===== config.mk =====
export PLATFORM = sky130hd
export DESIGN_NAME = stall_ctrl
export DESIGN_NICKNAME = d
export VERILOG_FILES = /design/src/rtl/stall_pkg.sv /design/src/rtl/src_match.sv /design/src/rtl/stall_ctrl.sv
export SDC_FILE = /design/constraint.sdc
export NUM_CORES = 1
export LEC_CHECK = 0
export ABC_AREA = 0
export BUFFER_PORTS_ARGS = -buffer_cell sky130_fd_sc_hd__buf_2
export CAP_MARGIN = 20
export CORE_AREA = 2 2 39 41
export DETAILED_ROUTE_END_ITERATION = 8
export DIE_AREA = 0 0 41 43
export GPL_ROUTABILITY_DRIVEN = 0
export PLACE_DENSITY_LB_ADDON = 0.12
export SLEW_MARGIN = 0
export SYNTH_ARGS = -nofsm -noshare
export SYNTH_HDL_FRONTEND = slang
export SYNTH_HIERARCHICAL = 1
export SYNTH_SLANG_ARGS = --single-unit

===== constraint.sdc =====
create_clock -name vclk -period 6
set_input_delay 1.5 -clock vclk [all_inputs]
set_output_delay 1.5 -clock vclk [all_outputs]
set_load 0.02 [all_outputs]

===== src/rtl/stall_pkg.sv =====
package stall_pkg;
  // Stages whose pending writes are checked against decode sources
  typedef enum int unsigned {
    PROD_EX  = 0,
    PROD_MEM = 1
  } prod_stage_e;

  localparam int unsigned NUM_PROD = 2;
  localparam int unsigned NUM_SRC  = 2;
endpackage


===== src/rtl/src_match.sv =====
module src_match #(
  parameter int unsigned REG_W   = 5,
  parameter int unsigned NUM_SRC = 2
) (
  input  logic [NUM_SRC*REG_W-1:0] srcs,
  input  logic [REG_W-1:0]         dst,
  input  logic                     dst_we,
  output logic                     hit
);
  logic [NUM_SRC-1:0] per_src;
  logic               live;

  // register 0 is hardwired, so it never carries a pending value
  assign live = dst_we && (dst != '0);

  for (genvar s = 0; s < NUM_SRC; s++) begin : g_src
    assign per_src[s] = live && (srcs[s*REG_W +: REG_W] == dst);
  end

  assign hit = |per_src;
endmodule


===== src/rtl/stall_ctrl.sv =====
module stall_ctrl
  import stall_pkg::*;
#(
  parameter int unsigned REG_W = 5
) (
  input  logic             clk,
  input  logic             rst,
  input  logic [REG_W-1:0] id_rs1,
  input  logic [REG_W-1:0] id_rs2,
  input  logic [REG_W-1:0] ex_rd,
  input  logic             ex_we,
  input  logic [REG_W-1:0] mem_rd,
  input  logic             mem_we,
  output logic             pc_hold,
  output logic             ifid_hold,
  output logic             idex_nop
);
  localparam int unsigned SRC_BITS = NUM_SRC * REG_W;

  logic [SRC_BITS-1:0]    src_vec;
  logic [REG_W-1:0]       prod_rd [NUM_PROD];
  logic [NUM_PROD-1:0]    prod_we;
  logic [NUM_PROD-1:0]    prod_hit;
  logic                   interlock;

  assign src_vec = {id_rs2, id_rs1};

  assign prod_rd[PROD_EX]  = ex_rd;
  assign prod_we[PROD_EX]  = ex_we;
  assign prod_rd[PROD_MEM] = mem_rd;
  assign prod_we[PROD_MEM] = mem_we;

  for (genvar p = 0; p < NUM_PROD; p++) begin : g_prod
    src_match #(
      .REG_W   (REG_W),
      .NUM_SRC (NUM_SRC)
    ) u_match (
      .srcs   (src_vec),
      .dst    (prod_rd[p]),
      .dst_we (prod_we[p]),
      .hit    (prod_hit[p])
    );
  end

  assign interlock = |prod_hit;
  assign pc_hold   = interlock;
  assign ifid_hold = interlock;
  assign idex_nop  = interlock;


  ex_match_chk: assert property (@(posedge clk) disable iff (rst)
    (ex_we && ex_rd != '0 && (ex_rd == id_rs1 || ex_rd == id_rs2)) |-> ifid_hold);


  mem_match_chk: assert property (@(posedge clk) disable iff (rst)
    (mem_we && mem_rd != '0 && (mem_rd == id_rs1 || mem_rd == id_rs2)) |-> pc_hold);


  zero_dst_chk: assert property (@(posedge clk) disable iff (rst)
    (ex_rd == '0 && mem_rd == '0) |-> !idex_nop);


  no_we_chk: assert property (@(posedge clk) disable iff (rst)
    (!ex_we && !mem_we) |-> !pc_hold);


  ctl_agree_chk: assert property (@(posedge clk) disable iff (rst)
    (pc_hold == ifid_hold) && (ifid_hold == idex_nop));
endmodule


Yosys cells after proc, flatten, opt, wreduce, memory -nomap -nowiden
Index checks and enable logic that the tools add are counted.
{ "classes": {"eq_ne": 4, "n_reduce_logical": 9} }
{ "op_table": {"columns": ["operator", "n"], "rows": [
  ["$eq A5 B5 Y1", 4],
  ["$reduce_bool A5 Y1", 2],
  ["$logic_and A1 B1 Y1", 6],
  ["$reduce_or A4 Y1", 1]
]} }
{ "totals": {"reg_bits": 0, "out_inout_bits": 3, "elab_cells": 13} }

Longest topological paths before layout
Gate-level depths: netlist of the first run.
{ "logic_depth": {"ltp_word": 4, "mapped_depth": 6} }

Hierarchy
The synthesis of the first run kept the hierarchy.
{ "modules_own_cells": {"columns": ["mod", "n_inst", "cells_each", "area_each_um2", "seq_area_each_um2"], "rows": [
  ["src_match", 2, 17, 125.1, 0.0],
  ["stall_ctrl", 1, 3, 21.3, 0.0]
]} }

Worst setup path before layout of the first run
OpenSTA, ideal clock, no wires.
{ "synth_timing": {"path_type": "input -> output", "startpoint": "input port mem_rd[1]", "endpoint": "output port ifid_hold", "arrival_time_ps": 2675, "path_slack_ps": 1825, "stages": 5, "n_path_buf": 1, "path_cell_list": "or4_1 -> o21ai_1 -> a21oi_1 -> or2_1 -> buf_4"} }
{ "synth_via": {"elab_chain_cells": 4, "word_cells_on_any_way": 7, "classes_between": "2 x eq/ne; 5 x reduce/logical"} }
{ "synth_rtl": {"columns": ["item", "line", "rtl"], "rows": [
  ["start, declared", "stall_ctrl.sv:12", "input logic [REG_W-1:0] mem_rd,"],
  ["$reduce_bool A5 Y1", "src_match.sv:14", "assign live = dst_we && (dst != '0);"],
  ["$logic_and A1 B1 Y1", "src_match.sv:14", null],
  ["$logic_and A1 B1 Y1", "src_match.sv:17", "assign per_src[s] = live && (srcs[s*REG_W +: REG_W] == dst);"],
  ["$reduce_or A4 Y1 (*)", "stall_ctrl.sv:45", "assign interlock = |prod_hit;"],
  ["end, declared", "stall_ctrl.sv:15", "output logic ifid_hold,"]
]} }
Mark *: on every way between the ends. The rest lies on a longest branch, timed or not.

Worst setup path after layout of the first run
Same ends and word-level chain as after synthesis.

==> impl_metrics.py, run 1 <==
metrics = {
    "route": {
        "dr_total_vias": 315,
        "ant_nets": 0,
        "viasPerCell": 4.14,
        "wl_per_cell_um": 9.83,
        "drtIter0Drc": 0,
        "drcViolationCount": 0,
        "drt-pass1-iter-count": 1,
        "wirelength_um": 747,
    },
    "hold_path": {
        "hold_depth": 5,
        "worstHoldPathType": "input pin to output port",
        "min_from": "ex_we",
    },
    "placement": {
        "dp.cells": 76,
        "portBuffers": 25,
        "pre_cts_slack_ns": 1.74,
    },
    "floorplan": {
        "ios": 27,
        "die_width_um": 41,
        "core_um2": 1380,
        "fp.dieArea_um2": 1760,
        "start_util": 0.196,
        "rows": 14,
        "die_y_um": 43,
    },
    "cells_and_area": {
        "layout-drive-gt1-share": 0.417,
        "syn_to_final_growth_pct": 47.9,
        "nFlopsAndLatches": 0,
        "fin_cells": 76,
        "multi_input_area_um2": 256,
        "num-fill-cells": 162,
        "antenna_cells": 0,
        "num-nets-final": 86,
        "seqCellArea_um2": 0,
        "n_clock_buffer": 0,
    },
    "synth": {
        "yosysWarningCount": 6,
        "yosysSeqAreaShare": 0,
        "yosysTopAreaCell": "xor2_1",
        "synthesis.nets": 61,
        "postSynthCellCount": 37,
        "avgSynthCellArea_um2": 7.34,
        "synth_top_area_frac": 0.387,
        "syn_area_um2": 272,
        "synth_area_leaders": "xor2_1 (39%), xnor2_1 (26%), nand3_1 (7.4%)",
        "synth.distinct_cells": 9,
    },
    "setup_path": {
        "crit_fanout": 3,
        "critical_path_buf_inv_count": 2,
        "worstPathArrival_ns": 2.74,
        "crit_path_start_kind": "input pin",
        "path_class": "input pin to output port",
        "endpoint_kind": "output port",
        "path_depth": 6,
        "startpoint": "mem_rd[1]",
        "crit_family": "simple AND/OR/NAND/NOR gates",
        "cp_common_cell": "buf_2",
        "crit_slowest_cell": "or4_1",
        "path_cells": "buf_2, or4_1, o21ai_1, a21oi_1, or2_1, buf_2",
        "critical_path_required_ns": 4.50,
        "crit_path_max_incr_delay_ns": 0.52,
    },
    "timing": {
        "hold_ws_ns": 3.51,
        "relSlewSlack": 0.841,
        "finalSetupViolCount": 0,
        "fin_setup_tns_ns": 0,
        "hold_viol_final": 0,
        "layout_min_cycle_time_ns": 4.24,
        "rsz0062_at_grt": "false",
        "finalCritPeriodShare": 0.707,
        "worst_slew_pin_slew_ns": 0.236,
        "fmax_ghz": 0.236,
        "slew_violations": 0,
        "layout_setup_ws_ns": 1.76,
    },
    "global_routing": {
        "first_global_vias": 295,
        "overflow": 0,
        "grt_max_degree": 4,
        "grt_usage": 0.0929,
        "grt_pass1_wl_um": 1200,
        "antenna_found_initial": 0,
    },
    "power": {
        "peakVddDrop_mv": 0.0189,
        "switching_share": 0.496,
        "p_leak_nw": 0.188,
        "power_switching_mw": 0.0142,
        "pwr-share-clk": 0,
        "internal-power_mw": 0.0144,
        "pwr-share-seq": 0,
        "combPwrFrac": 1.000,
        "power_density_nw_per_um2": 71.1,
    },
    "clocking": {
        "cts_hold_buffers": 0,
        "cts_resized": 0,
        "post-cts-setup-buffer-count": 0,
    },
    "job": {
        "drv_cap": 0,
    },
    "status": {
        "outcome": "complete, no violations",
    },
}
-- cells in the final DEF (no fill, tap or decap) --
cell type / netlist / layout
buf_2: 0 / 25
a21oi_1: 2 / 2
o21ai_1: 2 / 2
or2_1: 1 / 1
or4_1: 2 / 2
nor3_1: 4 / 4
xnor2_1: 8 / 8
xor2_1: 12 / 12
nand3_1: 4 / 4
-- worst min-delay path: stages --
cell,delay (ns)
buf_2,0.08
o21ai_1,0.05
a21oi_1,0.09
or2_1,0.13
buf_2,0.17
-- layout make-up --
class | instances | area share
multi-input combinational | 35 | 0.639
tap | 16 | 0.0498
timing repair buffer | 25 | 0.312
-- kinds of logic (layout without fill, tap and decap cells) --
group           count (synthesis)  in the layout  synth area share
compound gates                  4              4            0.0737
xor+xnor                       20             20             0.645
buf+inv                         2             25            0.0553
simple gates                   11             11             0.226
-- synthesized netlist by cell type (all sizes together) --
master	number
or2	1
nand3	4
buf	2
o21ai	2
xnor2	8
xor2	12
nor3	4
or4	2
a21oi	2
-- path summary, 6_finish.rpt --
path / to / slack [ns]
max: ifid_hold / 1.76
min: pc_hold / 3.51
-- power groups by stage --
stage / Combinational, mW / Clock, mW / Sequential (mW)
2_1_floorplan: 0.0156 / 0 / 0
4_1_cts: 0.0291 / 0 / 0
3_3_place_gp: 0.0289 / 0 / 0
3_5_place_dp: 0.0290 / 0 / 0
5_1_grt: 0.0319 / 0 / 0
6_report: 0.0286 / 0 / 0
-- metrics by stage --
stage	power (mW)	util	cell area, um2
floorplan	0.0156	-	272
global placement	0.0289	0.290	402
detailed placement	0.0290	0.290	402
CTS	0.0291	0.290	402
global route	0.0319	0.290	402
finish	0.0286	0.290	402
-- per-layer routing --
layer / global-route usage / wire [um] / vias up / part of all wire
met1: 0.142 / 356 / 126 / 0.48
met2: 0.147 / 309 / 18 / 0.41
met3: 0.00524 / 82 / 0 / 0.11
met4: 0 / 0 / 0 / 0
li1: - / - / 171 / -
met5: 0 / 0 / - / 0
(Power assumes the default switching activity.)
==> run 2: changes to the inputs <==
--- a/config.mk
+++ b/config.mk
@@ -5,7 +5,7 @@
 export SDC_FILE = /design/constraint.sdc
 export NUM_CORES = 1
 export LEC_CHECK = 0
-export ABC_AREA = 0
+export ABC_AREA = 1
 export BUFFER_PORTS_ARGS = -buffer_cell sky130_fd_sc_hd__buf_2
 export CAP_MARGIN = 20
 export CORE_AREA = 2 2 39 41
==> constraint.sdc (replaced) <==
create_clock -name vclk -period 4
set_input_delay 1 -clock vclk [all_inputs]
set_output_delay 1 -clock vclk [all_outputs]
set_load 0.02 [all_outputs]
==> run 2 against run 1 <==
  * Sequential share of layout area did not move
  * Setup slack got worse by 0.62 ns
  * Sequential cell count unchanged
  * Hold slack lost 0.97 ns
  * Area after synthesis grew 50%
  * Wire length up 23%
  * Combinational power is 67% higher
  * Die area stayed put
  * Count of clock-buffer cells in the layout unchanged
  * Critical endpoint unchanged
==> impl_metrics.py, run 2 <==
metrics = {
    "cells_and_area": {
        "syn_to_final_growth_pct": 32.0,
        "antenna_cells": 0,
        "n_clock_buffer": 0,
        "mostFrequentLayoutCell": "nand2_1",
        "num-fill-cells": 171,
        "fin_cells": 130,
        "seqCellArea_um2": 0,
        "layout-drive-gt1-share": 0.219,
        "num-nets-final": 140,
        "final_cell_mix": "nand2_1 (41), buf_2 (25), inv_1 (22)",
        "final_area_um2": 537,
        "nFlopsAndLatches": 0,
    },
    "synth": {
        "synthTopCellsByCount": "nand2_1 (41), inv_1 (22), nor2_1 (10), nand3_1 (6), xor2_1 (6)",
        "synth_top_area_frac": 0.378,
        "synth.distinct_cells": 7,
        "yosysTopAreaCell": "nand2_1",
        "synthesis.nets": 115,
        "yosysWarningCount": 6,
        "syn_area_um2": 407,
        "postSynthCellCount": 91,
        "synth_area_leaders": "nand2_1 (38%), inv_1 (20%), xor2_1 (13%)",
        "yosysMostFrequentCell": "nand2_1",
        "avgSynthCellArea_um2": 4.47,
        "yosysSeqAreaShare": 0,
    },
    "setup_path": {
        "path_class": "input pin to output port",
        "path_cells": "buf_2, xnor2_1, nand2_1, nor2_1, nand3_1, nand2_1, inv_1, nand2_1, buf_2",
        "crit_path_start_kind": "input pin",
        "startpoint": "ex_rd[0]",
        "critical_path_buf_inv_count": 3,
        "worstPathArrival_ns": 1.86,
        "endpoint_kind": "output port",
        "crit_slowest_cell": "buf_2",
        "crit_fanout": 4,
        "cp_common_cell": "nand2_1",
        "crit_path_max_incr_delay_ns": 0.16,
        "crit_family": "simple AND/OR/NAND/NOR gates",
        "critical_path_required_ns": 3.00,
    },
    "floorplan": {
        "die_width_um": 41,
        "ios": 27,
        "fp.dieArea_um2": 1760,
        "start_util": 0.294,
        "die_y_um": 43,
        "core_um2": 1380,
        "rows": 14,
    },
    "timing": {
        "fin_setup_tns_ns": 0,
        "layout_min_cycle_time_ns": 2.86,
        "finalCritPeriodShare": 0.716,
        "rsz0062_at_grt": "false",
        "worst_slew_pin_slew_ns": 0.139,
        "layout_setup_ws_ns": 1.14,
        "finalSetupViolCount": 0,
        "relSlewSlack": 0.907,
        "hold_viol_final": 0,
        "slew_violations": 0,
        "fmax_ghz": 0.349,
    },
    "global_routing": {
        "grt_max_degree": 5,
        "first_global_vias": 386,
        "grt_usage": 0.108,
        "grt_pass1_wl_um": 1390,
        "antenna_found_initial": 0,
        "overflow": 0,
    },
    "status": {
        "outcome": "complete, no violations",
    },
    "route": {
        "dr_total_vias": 527,
        "wirelength_um": 918,
        "ant_nets": 0,
        "wl_per_cell_um": 7.06,
        "drt-pass1-iter-count": 3,
        "viasPerCell": 4.05,
        "drtIter0Drc": 3,
        "drcViolationCount": 0,
    },
    "placement": {
        "dp.cells": 130,
        "pre_cts_slack_ns": 1.12,
        "dpl_cell_area_um2": 537,
        "hpwl_um": 846,
        "portBuffers": 25,
    },
    "hold_path": {
        "min_from": "id_rs2[4]",
        "worstHoldPathType": "input pin to output port",
        "hold_depth": 7,
        "hold_end": "idex_nop",
    },
    "power": {
        "power_density_nw_per_um2": 89.3,
        "p_leak_nw": 0.394,
        "peakVddDrop_mv": 0.0261,
        "report.power.total_mw": 0.0479,
    },
    "clocking": {
        "cts_resized": 0,
        "post-cts-setup-buffer-count": 0,
        "cts_hold_buffers": 0,
    },
    "job": {
        "drv_cap": 0,
    },
}
==> run 2: final cells by class <==
cell class                 instances  area [um2]  area share
inverter                          22        82.6       0.154
multi-input combinational         67         309       0.576
timing repair buffer              25         125       0.233
tap                               16        20.0      0.0373
==> run 2: routing by layer <==
metal	GRT usage	vias up	part of all wire
met3	0.00524	0	0.054
li1	-	302	-
met5	0	-	0
met1	0.165	214	0.47
met4	0	0	0
met2	0.172	11	0.48
==> run 2: report_power, final <==
| group | switching [mW] | leakage, nW | internal [mW] |
|---|---|---|---|
| combinational | 0.0263 | 0.394 | 0.0216 |
| sequential | 0 | 0 | 0 |
| clock | 0 | 0 | 0 |
| total | 0.0263 | 0.394 | 0.0216 |
==> run 2: through the flow <==
step / hold WS, ns / utilization
after floorplan: 2.33 / -
after global placement: 2.54 / 0.388
after detailed placement: 2.54 / 0.388
after CTS: 2.54 / 0.388
after global routing: 2.60 / 0.388
final: 2.54 / 0.388
==> run 2: worst max path at each step <==
| stage | depth (start not counted) | to | slack [ns] |
|---|---|---|---|
| floorplan | 10 | ifid_hold | 1.21 |
| global placement | 11 | idex_nop | 1.14 |
| detailed placement | 11 | ifid_hold | 1.12 |
| CTS | 11 | ifid_hold | 1.12 |
| global route | 11 | ifid_hold | 0.97 |
| finish | 9 | ifid_hold | 1.14 |
==> run 2: logic make-up (layout without fill, tap and decap cells) <==
family | count (synthesis) | in the layout | share of synthesized area
and+or+nand+nor | 57 | 57 | 0.545
buffers and inverters | 24 | 47 | 0.240
xor gates and xnor gates | 10 | 10 | 0.215
==> run 3: changes to the inputs <==
--- a/config.mk
+++ b/config.mk
@@ -5,7 +5,7 @@
 export SDC_FILE = /design/constraint.sdc
 export NUM_CORES = 1
 export LEC_CHECK = 0
-export ABC_AREA = 1
+export ABC_AREA = 0
 export BUFFER_PORTS_ARGS = -buffer_cell sky130_fd_sc_hd__buf_2
 export CAP_MARGIN = 20
 export CORE_AREA = 2 2 39 41
==> constraint.sdc (replaced) <==
create_clock -name vclk -period 2.7
set_input_delay 0.675 -clock vclk [all_inputs]
set_output_delay 0.675 -clock vclk [all_outputs]
set_load 0.02 [all_outputs]
==> run 3 against run 2 <==
  * Global-route usage is 1.5 points lower
  * Sequential share of layout area unchanged
  * Combinational power increased by 33%
  * Non-clock buffer count is the same
  * Die area unchanged
  * Count of clock-buffer cells in the layout unchanged
  * Setup slack worse by 1.0 ns
  * Hold slack got worse by 0.68 ns
  * Total power grew 32%
  * Highest routed layer unchanged
  * Via count decreased by 40%
  * Wire length shrank 19%
  * Cell area fell by 25%
==> impl_metrics.py, run 3 (synthesis results as in run 1) <==
metrics = {
    "route": {
        "viasPerCell": 4.14,
        "dr_total_vias": 315,
        "ant_nets": 0,
        "wl_per_cell_um": 9.83,
        "drtIter0Drc": 0,
        "drt-pass1-iter-count": 1,
        "wirelength_um": 747,
        "drcViolationCount": 0,
    },
    "setup_path": {
        "endpoint_kind": "output port",
        "critical_path_required_ns": 2.03,
        "crit_path_start_kind": "input pin",
        "crit_fanout": 3,
        "path_class": "input pin to output port",
        "worstPathArrival_ns": 1.92,
    },
    "power": {
        "p_leak_nw": 0.188,
        "power_density_nw_per_um2": 158,
        "report.power.total_mw": 0.0635,
        "peakVddDrop_mv": 0.0420,
    },
    "cells_and_area": {
        "antenna_cells": 0,
        "nFlopsAndLatches": 0,
        "mostFrequentLayoutCell": "buf_2",
        "final_cell_mix": "buf_2 (25), xor2_1 (12), xnor2_1 (8)",
        "num-nets-final": 86,
        "n_clock_buffer": 0,
        "layout-drive-gt1-share": 0.417,
        "syn_to_final_growth_pct": 47.9,
        "seqCellArea_um2": 0,
    },
    "clocking": {
        "cts_hold_buffers": 0,
        "cts_resized": 0,
        "post-cts-setup-buffer-count": 0,
    },
    "floorplan": {
        "die_y_um": 43,
        "ios": 27,
        "rows": 14,
        "start_util": 0.196,
        "core_um2": 1380,
        "die_width_um": 41,
        "fp.dieArea_um2": 1760,
    },
    "global_routing": {
        "first_global_vias": 295,
        "grt_pass1_wl_um": 1200,
        "grt_max_degree": 4,
        "grt_usage": 0.0929,
        "antenna_found_initial": 0,
        "overflow": 0,
    },
    "timing": {
        "fmax_ghz": 0.386,
        "layout_min_cycle_time_ns": 2.59,
        "rsz0062_at_grt": "false",
        "finalSetupViolCount": 0,
        "worst_slew_pin_slew_ns": 0.236,
        "slew_violations": 0,
        "hold_ws_ns": 1.86,
        "fin_setup_tns_ns": 0,
        "finalCritPeriodShare": 0.959,
        "relSlewSlack": 0.841,
        "hold_viol_final": 0,
    },
    "placement": {
        "portBuffers": 25,
    },
    "status": {
        "outcome": "complete, no violations",
    },
    "hold_path": {
        "worstHoldPathType": "input pin to output port",
    },
    "job": {
        "drv_cap": 0,
    },
}
## run 3: cell count changes in the layout (fill, tap and decap cells not counted), sizes merged, moves of 4 or more
cell,delta
inv,-22
nand2,-41
nor2,-10
nor3,+4
xnor2,+4
xor2,+6
## run 3: critical path, stage by stage
cell and delay [ns]:
buf_2 0.12, or4_1 0.52, o21ai_1 0.13, a21oi_1 0.06
or2_1 0.25, buf_2 0.16
## run 3: cell type report
type | instances | area, um2
fill | 162 | 982
timing repair buffer | 25 | 125
multi-input combinational | 35 | 256
tap | 16 | 20.0
## run 3: per-layer routing
metal	track usage	part of all wire	wire length [um]	up-vias
met1	0.142	0.48	356	126
met5	0	0	0	-
met3	0.00524	0.11	82	0
met2	0.147	0.41	309	18
li1	-	-	-	171
met4	0	0	0	0
## run 3: final timing paths
check / from / to / slack [ns] / cells past startpoint
min: ex_we / pc_hold / 1.86 / 5
max: mem_rd[1] / ifid_hold / 0.11 / 6
## run 3: report_power, final
group          switching (mW)  leakage (nW)  internal [mW]
logic                  0.0315         0.188         0.0320
clock network               0             0              0
registers                   0             0              0
## run 3: through the flow
step                cells  instance area (um2)  setup WS, ns   util
floorplan              37                  272         0.175      -
global placement       76                  402        0.0965  0.290
detailed placement     76                  402        0.0901  0.290
CTS                    76                  402        0.0901  0.290
global route           76                  402        0.0467  0.290
finish                 76                  402         0.110  0.290
